**src/rtl/fracn_pkg.sv**
```systemverilog
package fracn_pkg;
  localparam int DEF_INT_W  = 7;
  localparam int DEF_FRAC_W = 18;
  localparam int DEF_PRE_W  = 2;
  localparam int DEF_POST_W = 7;
  // 1-1-1 cascade: correction spans -3..+4
  localparam int MASH_ORDER = 3;
  localparam int CORR_W     = 4;
  typedef logic signed [CORR_W-1:0] corr_t;
endpackage

```
**src/rtl/fracn_sel_sync.sv**
```systemverilog
module fracn_sel_sync (
  input  logic clk_i,
  input  logic rst_ni,
  input  logic d_i,
  output logic q_o
);
  logic meta_q, sync_q;

  always_ff @(posedge clk_i or negedge rst_ni) begin
    if (!rst_ni) begin
      meta_q <= 1'b0;
      sync_q <= 1'b0;
    end else begin
      meta_q <= d_i;
      sync_q <= meta_q;
    end
  end

  assign q_o = sync_q;
endmodule

```
**src/rtl/fracn_acc_stage.sv**
```systemverilog
module fracn_acc_stage #(
  parameter int W = 19
) (
  input  logic         clk_i,
  input  logic         rst_ni,
  input  logic         clr_i,
  input  logic [W-1:0] add_i,
  output logic [W-1:0] sum_o,
  output logic         carry_o
);
  logic [W-1:0] acc_q;
  logic [W:0]   wide;

  assign wide    = {1'b0, acc_q} + {1'b0, add_i};
  assign sum_o   = wide[W-1:0];
  assign carry_o = wide[W];

  always_ff @(posedge clk_i or negedge rst_ni) begin
    if (!rst_ni)    acc_q <= '0;
    else if (clr_i) acc_q <= '0;
    else            acc_q <= wide[W-1:0];
  end
endmodule

```
**src/rtl/fracn_mash.sv**
```systemverilog
module fracn_mash
  import fracn_pkg::*;
#(
  parameter int ACC_W = 19
) (
  input  logic             clk_i,
  input  logic             rst_ni,
  input  logic             clr_i,
  input  logic [ACC_W-1:0] frac_i,
  output corr_t            corr_o
);
  logic [ACC_W-1:0]      sum   [MASH_ORDER];
  logic [MASH_ORDER-1:0] carry;

  for (genvar k = 0; k < MASH_ORDER; k++) begin : g_stage
    logic [ACC_W-1:0] add;
    if (k == 0) begin : g_first
      assign add = frac_i;
    end else begin : g_chain
      assign add = sum[k-1];
    end
    fracn_acc_stage #(.W(ACC_W)) u_acc (
      .clk_i   (clk_i),
      .rst_ni  (rst_ni),
      .clr_i   (clr_i),
      .add_i   (add),
      .sum_o   (sum[k]),
      .carry_o (carry[k])
    );
  end

  // delayed carries for the differentiators of stages 2 and 3
  logic c2_d, c3_d, c3_dd;
  always_ff @(posedge clk_i or negedge rst_ni) begin
    if (!rst_ni) begin
      c2_d <= 1'b0; c3_d <= 1'b0; c3_dd <= 1'b0;
    end else if (clr_i) begin
      c2_d <= 1'b0; c3_d <= 1'b0; c3_dd <= 1'b0;
    end else begin
      c2_d  <= carry[1];
      c3_d  <= carry[2];
      c3_dd <= c3_d;
    end
  end

  // y = c1 + (1-z^-1)c2 + (1-z^-1)^2 c3
  assign corr_o = $signed({3'b000, carry[0]})
                + $signed({3'b000, carry[1]}) - $signed({3'b000, c2_d})
                + $signed({3'b000, carry[2]}) - $signed({2'b00, c3_d, 1'b0})
                + $signed({3'b000, c3_dd});

  assert_corr_span_R4: assert property (@(posedge clk_i) disable iff (!rst_ni)
    (corr_o >= -4'sd3) && (corr_o <= 4'sd4));
endmodule

```
**src/rtl/fracn_modgen.sv**
```systemverilog
module fracn_modgen
  import fracn_pkg::*;
#(
  parameter int INT_W  = DEF_INT_W,
  parameter int FRAC_W = DEF_FRAC_W,
  parameter int PRE_W  = DEF_PRE_W,
  parameter int POST_W = DEF_POST_W,
  localparam int CFG_W = POST_W + FRAC_W + INT_W + PRE_W,
  localparam int MOD_W = INT_W + 1
) (
  input  logic              clk_i,
  input  logic              rst_ni,
  input  logic              sel_i,
  input  logic [CFG_W-1:0]  cfg0_i,
  input  logic [CFG_W-1:0]  cfg1_i,
  output logic [MOD_W-1:0]  modulus_o,
  output logic [PRE_W-1:0]  pre_div_o,
  output logic [POST_W-1:0] post_div_o
);
  localparam int ACC_W  = FRAC_W + 1;
  localparam int SUM_W  = MOD_W + 1;
  localparam int INT_LO = PRE_W;
  localparam int FRC_LO = PRE_W + INT_W;
  localparam int PST_LO = PRE_W + INT_W + FRAC_W;
  localparam logic [INT_W-1:0] SAFE_INT = INT_W'(3);

  logic sel_s, sel_d, switch_s;

  fracn_sel_sync u_sync (
    .clk_i  (clk_i),
    .rst_ni (rst_ni),
    .d_i    (sel_i),
    .q_o    (sel_s)
  );

  always_ff @(posedge clk_i or negedge rst_ni) begin
    if (!rst_ni) sel_d <= 1'b0;
    else         sel_d <= sel_s;
  end
  assign switch_s = sel_s ^ sel_d;

  logic [CFG_W-1:0]  act_cfg;
  logic [INT_W-1:0]  act_int;
  logic [FRAC_W-1:0] act_frac;

  assign act_cfg    = sel_s ? cfg1_i : cfg0_i;
  assign pre_div_o  = act_cfg[PRE_W-1:0];
  assign act_int    = act_cfg[FRC_LO-1:INT_LO];
  assign act_frac   = act_cfg[PST_LO-1:FRC_LO];
  assign post_div_o = act_cfg[CFG_W-1:PST_LO];

  corr_t corr;

  fracn_mash #(.ACC_W(ACC_W)) u_mash (
    .clk_i  (clk_i),
    .rst_ni (rst_ni),
    .clr_i  (switch_s),
    .frac_i ({act_frac, 1'b1}),   // half-LSB offset
    .corr_o (corr)
  );

  logic signed [SUM_W-1:0] raw;
  logic [MOD_W-1:0]        mod_next;
  logic [MOD_W-1:0]        mod_q;

  assign raw = $signed({2'b00, act_int})
             + $signed({{(SUM_W-CORR_W){corr[CORR_W-1]}}, corr});
  assign mod_next = raw[SUM_W-1] ? '0 : raw[MOD_W-1:0];

  always_ff @(posedge clk_i or negedge rst_ni) begin
    if (!rst_ni)       mod_q <= '0;
    else if (switch_s) mod_q <= {1'b0, act_int};
    else               mod_q <= mod_next;
  end
  assign modulus_o = mod_q;

  // cycles since reset, for the synchronizer latency check
  logic [1:0] warm_q;
  always_ff @(posedge clk_i or negedge rst_ni) begin
    if (!rst_ni)            warm_q <= '0;
    else if (warm_q != 2'd3) warm_q <= warm_q + 2'd1;
  end

  assert_sync_latency_R2: assert property (@(posedge clk_i) disable iff (!rst_ni)
    (warm_q >= 2'd2) |-> (sel_s == $past(sel_i, 2)));

  assert_switch_clear_R3: assert property (@(posedge clk_i) disable iff (!rst_ni)
    switch_s |=> (modulus_o == {1'b0, $past(act_int)}));

  assert_mod_window_R4: assert property (@(posedge clk_i) disable iff (!rst_ni)
    (!switch_s && act_int >= SAFE_INT) |=>
      ((int'(modulus_o) >= int'($past(act_int)) - 3) &&
       (int'(modulus_o) <= int'($past(act_int)) + 4)));

  assert_low_clamp_R7: assert property (@(posedge clk_i) disable iff (!rst_ni)
    (!switch_s && act_int < SAFE_INT) |=>
      (int'(modulus_o) <= int'($past(act_int)) + 4));
endmodule

```
**config.mk**
```make
export PLATFORM = sky130hd
export DESIGN_NAME = fracn_modgen
export DESIGN_NICKNAME = d
export VERILOG_FILES = /design/src/rtl/fracn_pkg.sv /design/src/rtl/fracn_sel_sync.sv /design/src/rtl/fracn_acc_stage.sv /design/src/rtl/fracn_mash.sv /design/src/rtl/fracn_modgen.sv
export SDC_FILE = /design/constraint.sdc
export NUM_CORES = 1
export LEC_CHECK = 0
export ABC_AREA = 1
export BUFFER_PORTS_ARGS = -buffer_cell sky130_fd_sc_hd__buf_2
export CORE_ASPECT_RATIO = 0.8
export CORE_MARGIN = 1.5
export CORE_UTILIZATION = 60
export CTS_CLUSTER_SIZE = 16
export DETAILED_ROUTE_END_ITERATION = 8
export PLACE_DENSITY = 0.91
export SLEW_MARGIN = 15
export SYNTH_ARGS = -nofsm -noshare
export SYNTH_HDL_FRONTEND = slang
export SYNTH_SLANG_ARGS = --single-unit
```
**constraint.sdc**
```tcl
create_clock -name clk_i -period 12.8 [get_ports clk_i]
set_input_delay 2.56 -clock clk_i [delete_from_list [all_inputs] [get_ports clk_i]]
set_output_delay 2.56 -clock clk_i [all_outputs]
set_load 0.01 [all_outputs]
```
# [Word level (Yosys, flattened, before mapping)]
# Index checks and enable logic that the tools add are counted.
[word_totals] input_bits=71 out_inout_bits=17 regBits=71
[classes] bitwise=1 add_sub_neg=9 mux=9
[op_table] op="19-bit by 19-bit adder with 20-bit output" count=3
[op_table] op="19-bit two-way mux" count=3
[op_table] op="34-bit two-way mux" count=1
[op_table] op="8-bit two-way mux" count=2
[op_table] op="8-bit by 4-bit adder with 9-bit output" count=1
[op_table] op="4-bit by 2-bit adder with 4-bit output" count=2
[op_table] op="4-bit by 2-bit subtractor with 4-bit output" count=1
[op_table] op="4-bit by 3-bit subtractor with 4-bit output" count=1
[op_table] op="1-bit two-way mux" count=3
[op_table] op="1-bit by 1-bit adder with 2-bit output" count=1
[op_table] op="1-bit XOR" count=1

# [Longest topological paths before layout]
# Gate-level depths: netlist (run 1).
[logic_depth] depth_word=11 ltp_mapped=51 depth_no_buf=50

# [Modules after synthesis]
# A second synthesis (run 1) with hierarchy kept.
[unflattened] hier_cells=971 area_unflattened_um2=6919.1
[by_module_without_submodules] module="fracn_acc_stage" instances=3 cells_each=262 area_per_inst_um2=1790.5
[by_module_without_submodules] module="fracn_modgen" instances=1 cells_each=154 area_per_inst_um2=1234.9
[by_module_without_submodules] module="fracn_mash" instances=1 cells_each=29 area_per_inst_um2=262.8
[by_module_without_submodules] module="fracn_sel_sync" instances=1 cells_each=2 area_per_inst_um2=50.0

# [Worst setup path before layout (run 1)]
# OpenSTA, ideal clock, no wires.
[synth_path] path_kind="input to register" startpoint="in cfg1_i[9]" endpoint="reg mod_q[6], in the netlist modulus_o[6]" path_stages=42 path_slack_ns=4.816 setup_ns=0.127 arrival_ns=7.857 required_ns=12.673 path_cell_list="or2_2 > o21ai_0 > inv_1 > ha_1 > nand3_1 > nand3_2 > nand2_1 > nand2_2 > xnor2_1 > inv_1 > ha_1 > nand2_2 > inv_1 > a21oi_2 > inv_1 > a21oi_1 > nand3b_1 > nand2_1 > [6 not listed] > nand4_1 > nand3_1 > inv_1 > ha_1 > inv_1 > fa_1 > ha_1 > inv_1 > ha_1 > ha_1 > a21oi_1 > o21ai_2 > nand3_1 > nand3_1 > nand2_1 > inv_1 > nand2_1 > o21ai_0"
[synth_via] elab_chain_cells=11 elab_cells_between_ends=12
[synth_lines] element="start: declaration" line="fracn_modgen.sv:15" text="input logic [CFG_W-1:0] cfg1_i,"
[synth_lines] element="34-bit two-way mux (*)" line="fracn_modgen.sv:46" text="assign act_cfg = sel_s ? cfg1_i : cfg0_i;"
[synth_lines] element="19-bit by 19-bit adder with 20-bit output (*)" line="fracn_acc_stage.sv:14" text="assign wide = {1'b0, acc_q} + {1'b0, add_i};"
[synth_lines] element="parallel branches: the longest is 3 deep, another holds 19-bit by 19-bit adder with 20-bit output"
[synth_lines] element="4-bit by 2-bit adder with 4-bit output (*)" line="fracn_mash.sv:49" text="+ $signed({3'b000, carry[2]}) - $signed({2'b00, c3_d, 1'b0})"
[synth_lines] element="4-bit by 3-bit subtractor with 4-bit output (*)" line="fracn_mash.sv:49"
[synth_lines] element="4-bit by 2-bit adder with 4-bit output (*)" line="fracn_mash.sv:50" text="+ $signed({3'b000, c3_dd});"
[synth_lines] element="8-bit by 4-bit adder with 9-bit output (*)" line="fracn_modgen.sv:67" text="+ $signed({{(SUM_W-CORR_W){corr[CORR_W-1]}}, corr});"
[synth_lines] element="8-bit two-way mux (*)" line="fracn_modgen.sv:68" text="assign mod_next = raw[SUM_W-1] ? '0 : raw[MOD_W-1:0];"
[synth_lines] element="8-bit two-way mux (*)" line="fracn_modgen.sv:72" text="else if (switch_s) mod_q <= {1'b0, act_int};"
[synth_lines] element="end signal: assignment" line="fracn_modgen.sv:72"
[synth_lines] element="end signal: assignment" line="fracn_modgen.sv:73" text="else mod_q <= mod_next;"
[synth_lines] element="end: declaration" line="fracn_modgen.sv:64" text="logic [MOD_W-1:0] mod_q;"
# Mark *: on every way between the ends.

# [Worst setup path in the final report (run 1)]
# Ends and elaborated chain as after synthesis.

==> flow_metrics.env, run 1 <==
export IMPL_status="finished clean"
export IMPL_hold_path_depth=0
export IMPL_area_delta_synth_final_pct=13.1
export IMPL_m1WireLength_um=7580
export IMPL_wl_per_cell_um=13.3
export IMPL_num_vias=6610
export IMPL_top_layer="met4"
export IMPL_clk_pin_slew_ns=0.06
export IMPL_crit_path_end_kind="flop"
export IMPL_antenna_found_initial=0
export IMPL_tightest_slew_ns=0.936
export IMPL_final_antenna_net_count=0
export IMPL_dr_pass1_iters=5
export IMPL_crit_path_max_fanout=7
export IMPL_start_kind="input pin"
export IMPL_grt_max_degree=72
export IMPL_critPathMaxStageDelay_ns=0.48
export IMPL_dp_hpwl_um=12600
export IMPL_netlist_area_um2=6630
export IMPL_routed_wl_met3_um=1240
export IMPL_stdcell_count=1238
export IMPL_setup_violations_final=0
export IMPL_synthesis_nets=1149
export IMPL_fin_nets=1235
export IMPL_totalWireLength_um=16500
export IMPL_async_flop_share=1.00
export IMPL_die_w_um=121
export IMPL_core_um2=10800
export IMPL_fmax_mhz=113
export IMPL_num_rows=34
export IMPL_rr_worst_depth=46
export IMPL_postCtsHoldBufs=0
export IMPL_cts_root_buf="clkbuf_16"
export IMPL_worstSkewPairLatency_ns=0.34
export IMPL_die_area_um2=11700
export IMPL_grt_pass1_vias=6139
export IMPL_drv_slew=0
export IMPL_grt_use_total=0.293
export IMPL_port_buffers=87
export IMPL_rsz0062_at_grt="false"
export IMPL_cp_depth=45
export IMPL_wl_met2_um=7380
export IMPL_crit_type="input pin to flop"
export IMPL_clk_path_buf_depth=2
export IMPL_antenna_cells=0
export IMPL_hold_class="flop to flop"
export IMPL_cp_data_arrival_time_ns=9.03
export IMPL_ys_seq_area_frac=0.268
export IMPL_routabilityCongestion=0.922
export IMPL_grt_pass1_wl_um=27700
export IMPL_fp_dieH_um=97.1
export IMPL_synth_seq_cells=71
export IMPL_synthFlopType="dfrtp_1"
export IMPL_syn_instance_count=1003
export IMPL_yosys_warnings=0
export IMPL_worstPathRequired_ns=12.98
export IMPL_start_util=0.614
export IMPL_cp_top_family="adder cells"
export IMPL_yosysUniqueCellTypes=36
export IMPL_place_inst=1222
export IMPL_ios=88
export IMPL_grt_overflow_total=0
export IMPL_cp_slowest_cell="fa_1"
export IMPL_period_share=0.691
export IMPL_setup_tns_ns=0
export IMPL_period_needed_ns=8.85
export IMPL_cts_sinks=71
export IMPL_drive_gt1_frac=0.145
export IMPL_drcViolationCount=0
export IMPL_cts_resized=0
export IMPL_drt_iter0_drc=533
export IMPL_syn_area_per_cell_um2=6.61
export IMPL_cts_tree="built"
export IMPL_cts_max_level=3
export IMPL_cts_setup_buffers=0
export IMPL_cap_violations=0
export IMPL_finalHoldViolCount=0
export IMPL_finClkSkew_ns=0.00696
export IMPL_relSlewSlack=0.376
export IMPL_synth_edff_count=0
export IMPL_vias_per_cell=5.34
export IMPL_worst_path_buf_inv=9
export IMPL_cts_inserted_buffers=9
export IMPL_path_common_cell="nand2_1"
[stage by stage]
stage	setup slack, ns	hold WS [ns]	cell area [µm²]	utilization
finish	3.95	0.355	7500	0.695
global route	3.36	0.379	7500	0.695
CTS	4.04	0.357	7500	0.695
detailed placement	3.72	0.344	7190	0.666
global placement	3.94	0.334	7190	0.666
floorplan	4.82	0.331	6630	-
[path summary, 6_finish.rpt]
kind                                                     endpoint  slack [ns]     startpoint
worst max-delay path                                 modulus_o[6]        3.95      cfg1_i[9]
worst min-delay path                                   u_sync.q_o        0.36  u_sync.meta_q
worst max register to register                       modulus_o[6]        5.23     u_sync.q_o
worst min register to register                         u_sync.q_o        0.36  u_sync.meta_q
max in group asynchronous       u_mash.g_stage[2].u_acc.acc_q[10]        9.75         rst_ni
min in group asynchronous                                   sel_d        2.44         rst_ni
[layout make-up]
type,count,area (µm²)
Inverter,146,551
Sequential cell,71,1780
Multi-Input combinational cell,772,4240
Timing Repair Buffer,89,450
Clock inverter,3,40.0
Clock buffer,13,270
Fill cell,938,3300
Tap cell,144,180
[synthesized netlist by cell type (9+ instances only)]
| library cell | count | share of area |
|---|---|---|
| inv_1 | 143 | 0.081 |
| xor2_1 | 11 | 0.015 |
| nor2_1 | 102 | 0.058 |
| dfrtp_1 | 71 | 0.27 |
| nand2_2 | 17 | 0.016 |
| o21ai_0 | 33 | 0.025 |
| nand2_1 | 342 | 0.19 |
| nand3b_1 | 11 | 0.012 |
| ha_1 | 69 | 0.13 |
| nand3_2 | 9 | 0.014 |
| a21oi_1 | 68 | 0.051 |
| nand3_1 | 44 | 0.033 |
[state kept, by name (all words and copies together), names as in the netlist]
name	flops
sel_d	1
u_sync.meta_q	1
u_sync.q_o	1
u_mash.c3_d	1
u_mash.c3_dd	1
u_mash.c2_d	1
u_mash.g_stage.u_acc.acc_q	57
modulus_o	8
[per-layer routing]
metal	vias up	global-route usage
met1	2985	0.403
met4	0	0.0878
met2	270	0.473
met3	34	0.0516
met5	-	0
li1	3321	-
[logic make-up (layout without fill, tap and decap cells)]
family | Yosys count | in the layout | share of synthesized area
adders and majority gates | 75 | 75 | 0.148
buffers and inverters | 160 | 251 | 0.0936
and+or+nand+nor | 560 | 560 | 0.363
DFF | 71 | 71 | 0.268
xor gates and xnor gates | 22 | 22 | 0.0341
AOI/OAI and AO/OA | 115 | 115 | 0.0936
[layout by cell type (no fill, tap or decap), types with 2 or more instances in the layout]
master	n
ha_1	69
clkbuf_8	3
inv_2	2
o21ai_1	2
o21ai_0	33
nand3_1	44
buf_2	87
or2_2	2
clkinv_2	2
nor3_2	2
nor2_1	102
a21oi_2	6
o21ai_2	3
xnor2_1	8
nand4_1	5
nor2_4	3
dfrtp_1	71
fa_1	6
nor4_1	2
nand2_1	342
a21oi_1	68
buf_4	2
clkbuf_16	9
inv_1	143
nor2_2	5
nand2_2	17
o21bai_1	2
nand3_2	9
xor2_1	11
nor3_1	6
xor2_2	2
nand3b_1	11
and2_1	8
Power of run 1 is left out: the tool's default activity adds up to more than one toggle a clock period on the data nets, which glitch-free logic cannot reach.
==> inputs of run 2 (changes only) <==
==> constraint.sdc (replaced) <==
create_clock -name clk_i -period 8.5 [get_ports clk_i]
set_input_delay 1.7 -clock clk_i [delete_from_list [all_inputs] [get_ports clk_i]]
set_output_delay 1.7 -clock clk_i [all_outputs]
set_load 0.01 [all_outputs]
==> run 2 against run 1 <==
Net effect:
- sequential share of layout area fell by 0.15 points
- clock skew is 0.00067 ns higher
- worst hold slack better by 0.0057 ns
- wire length shrank 0.84%
- sequential cell count unchanged
- critical path depth unchanged
- first-iteration DRC count rose by 13%
- core utilization rose by 0.45 points
- design area grew 0.65%
==> flow_metrics.env, run 2 (synthesized netlist as in run 1, its figures left out) <==
export IMPL_status="finished clean"
export IMPL_clk_pin_slew_ns=0.06
export IMPL_cts_sinks=71
export IMPL_cts_resized=0
export IMPL_num_rows=34
export IMPL_critPathMaxStageDelay_ns=0.39
export IMPL_worst_slack_ns=0.499
export IMPL_grt_pass1_wl_um=27000
export IMPL_totalWireLength_um=16400
export IMPL_layout_commonest_cell="nand2_1"
export IMPL_tightest_slew_ns=0.934
export IMPL_fin_nets=1235
export IMPL_wl_per_cell_um=13.2
export IMPL_period_share=0.941
export IMPL_grt_max_degree=72
export IMPL_die_area_um2=11700
export IMPL_cp_top_family="simple AND/OR/NAND/NOR gates"
export IMPL_finClkSkew_ns=0.00764
export IMPL_fp_dieH_um=97.1
export IMPL_cts_max_level=3
export IMPL_crit_path_end_kind="flop"
export IMPL_drv_slew=0
export IMPL_relSlewSlack=0.376
export IMPL_holdWs_ns=0.361
export IMPL_setup_violations_final=0
export IMPL_cts_inserted_buffers=9
export IMPL_vias_per_cell=5.30
export IMPL_grt_use_total=0.286
export IMPL_crit_type="input pin to flop"
export IMPL_setup_tns_ns=0
export IMPL_drcViolationCount=0
export IMPL_die_w_um=121
export IMPL_dp_hpwl_um=12500
export IMPL_area_delta_synth_final_pct=13.9
export IMPL_drive_gt1_frac=0.147
export IMPL_core_um2=10800
export IMPL_antenna_found_initial=0
export IMPL_finish_utilization=0.699
export IMPL_clk_path_buf_depth=2
export IMPL_largest_register="u_mash.g_stage.u_acc.acc_q"
export IMPL_cp_data_arrival_time_ns=8.28
export IMPL_grt_overflow_total=0
export IMPL_routabilityCongestion=0.933
export IMPL_crit_path_max_fanout=5
export IMPL_num_vias=6561
export IMPL_postCtsHoldBufs=0
export IMPL_cp_slowest_cell="fa_1"
export IMPL_cts_setup_buffers=0
export IMPL_dr_pass1_iters=6
export IMPL_cap_violations=0
export IMPL_start_kind="input pin"
export IMPL_period_needed_ns=8.00
export IMPL_antenna_cells=0
export IMPL_drt_iter0_drc=601
export IMPL_rsz0062_at_grt="false"
export IMPL_path_common_cell="nand2_1"
export IMPL_largest_register_ffs=57
export IMPL_worstSkewPairLatency_ns=0.35
export IMPL_fmax_mhz=125
export IMPL_cts_tree="built"
export IMPL_cts_root_buf="clkbuf_16"
export IMPL_mostFrequentLayoutCells="nand2_1 (342), inv_1 (143), nor2_1 (102)"
export IMPL_hold_class="flop to flop"
export IMPL_port_buffers=87
export IMPL_finalHoldViolCount=0
export IMPL_worst_path_buf_inv=9
export IMPL_worstPathRequired_ns=8.78
export IMPL_grt_pass1_vias=6046
export IMPL_final_antenna_net_count=0
export IMPL_start_util=0.614
export IMPL_ios=88
export IMPL_dpl_worst_slack_ns=0.322
[run 2: final timing paths]
check                                   start                                 to  slack [ns]  cells past startpoint
worst max-delay path                cfg1_i[9]                       modulus_o[5]        0.50                     45
worst min-delay path            u_sync.meta_q                         u_sync.q_o        0.36                      0
worst max register to register     u_sync.q_o                       modulus_o[5]        1.04                     46
worst min register to register  u_sync.meta_q                         u_sync.q_o        0.36                      0
max in group asynchronous              rst_ni   u_mash.g_stage[1].u_acc.acc_q[0]        6.35                      2
min in group asynchronous              rst_ni  u_mash.g_stage[0].u_acc.acc_q[18]        1.58                      2
[run 2: layout make-up]
| cell class | instances | area, µm² |
|---|---|---|
| Timing Repair Buffer | 89 | 450 |
| Inverter | 146 | 551 |
| Tap cell | 144 | 180 |
| Sequential cell | 71 | 1780 |
| Multi-Input combinational cell | 772 | 4240 |
| Fill cell | 903 | 3250 |
| Clock buffer | 11 | 253 |
| Clock inverter | 5 | 104 |
[run 2: stage by stage]
stage | instance area [µm²] | std cells
after detailed placement | 7190 | 1222
after CTS | 7550 | 1238
after floorplan | 6630 | 1003
after global routing | 7550 | 1238
after global placement | 7190 | 1222
final | 7550 | 1238
[run 2: worst reg2reg max path: cells and delay by family, from the launching register on]
| kind | cells | cell delay, ns |
|---|---|---|
| adder cells (fa/ha/maj) | 8 | 2.55 |
| flip-flops | 1 | 0.52 |
| buffers and inverters | 10 | 0.97 |
| AND/OR/NAND/NOR | 23 | 2.46 |
| AO/OA/AOI/OAI | 5 | 0.89 |
[run 2: metal layers]
| metal | global-route usage | wire length, µm | vias up |
|---|---|---|---|
| met5 | 0 | 0 | - |
| met4 | 0.0733 | 277 | 0 |
| met3 | 0.0528 | 1340 | 29 |
| met2 | 0.463 | 7330 | 270 |
| met1 | 0.396 | 7420 | 2930 |
| li1 | - | - | 3332 |
Power of run 2 is left out for the same reason.
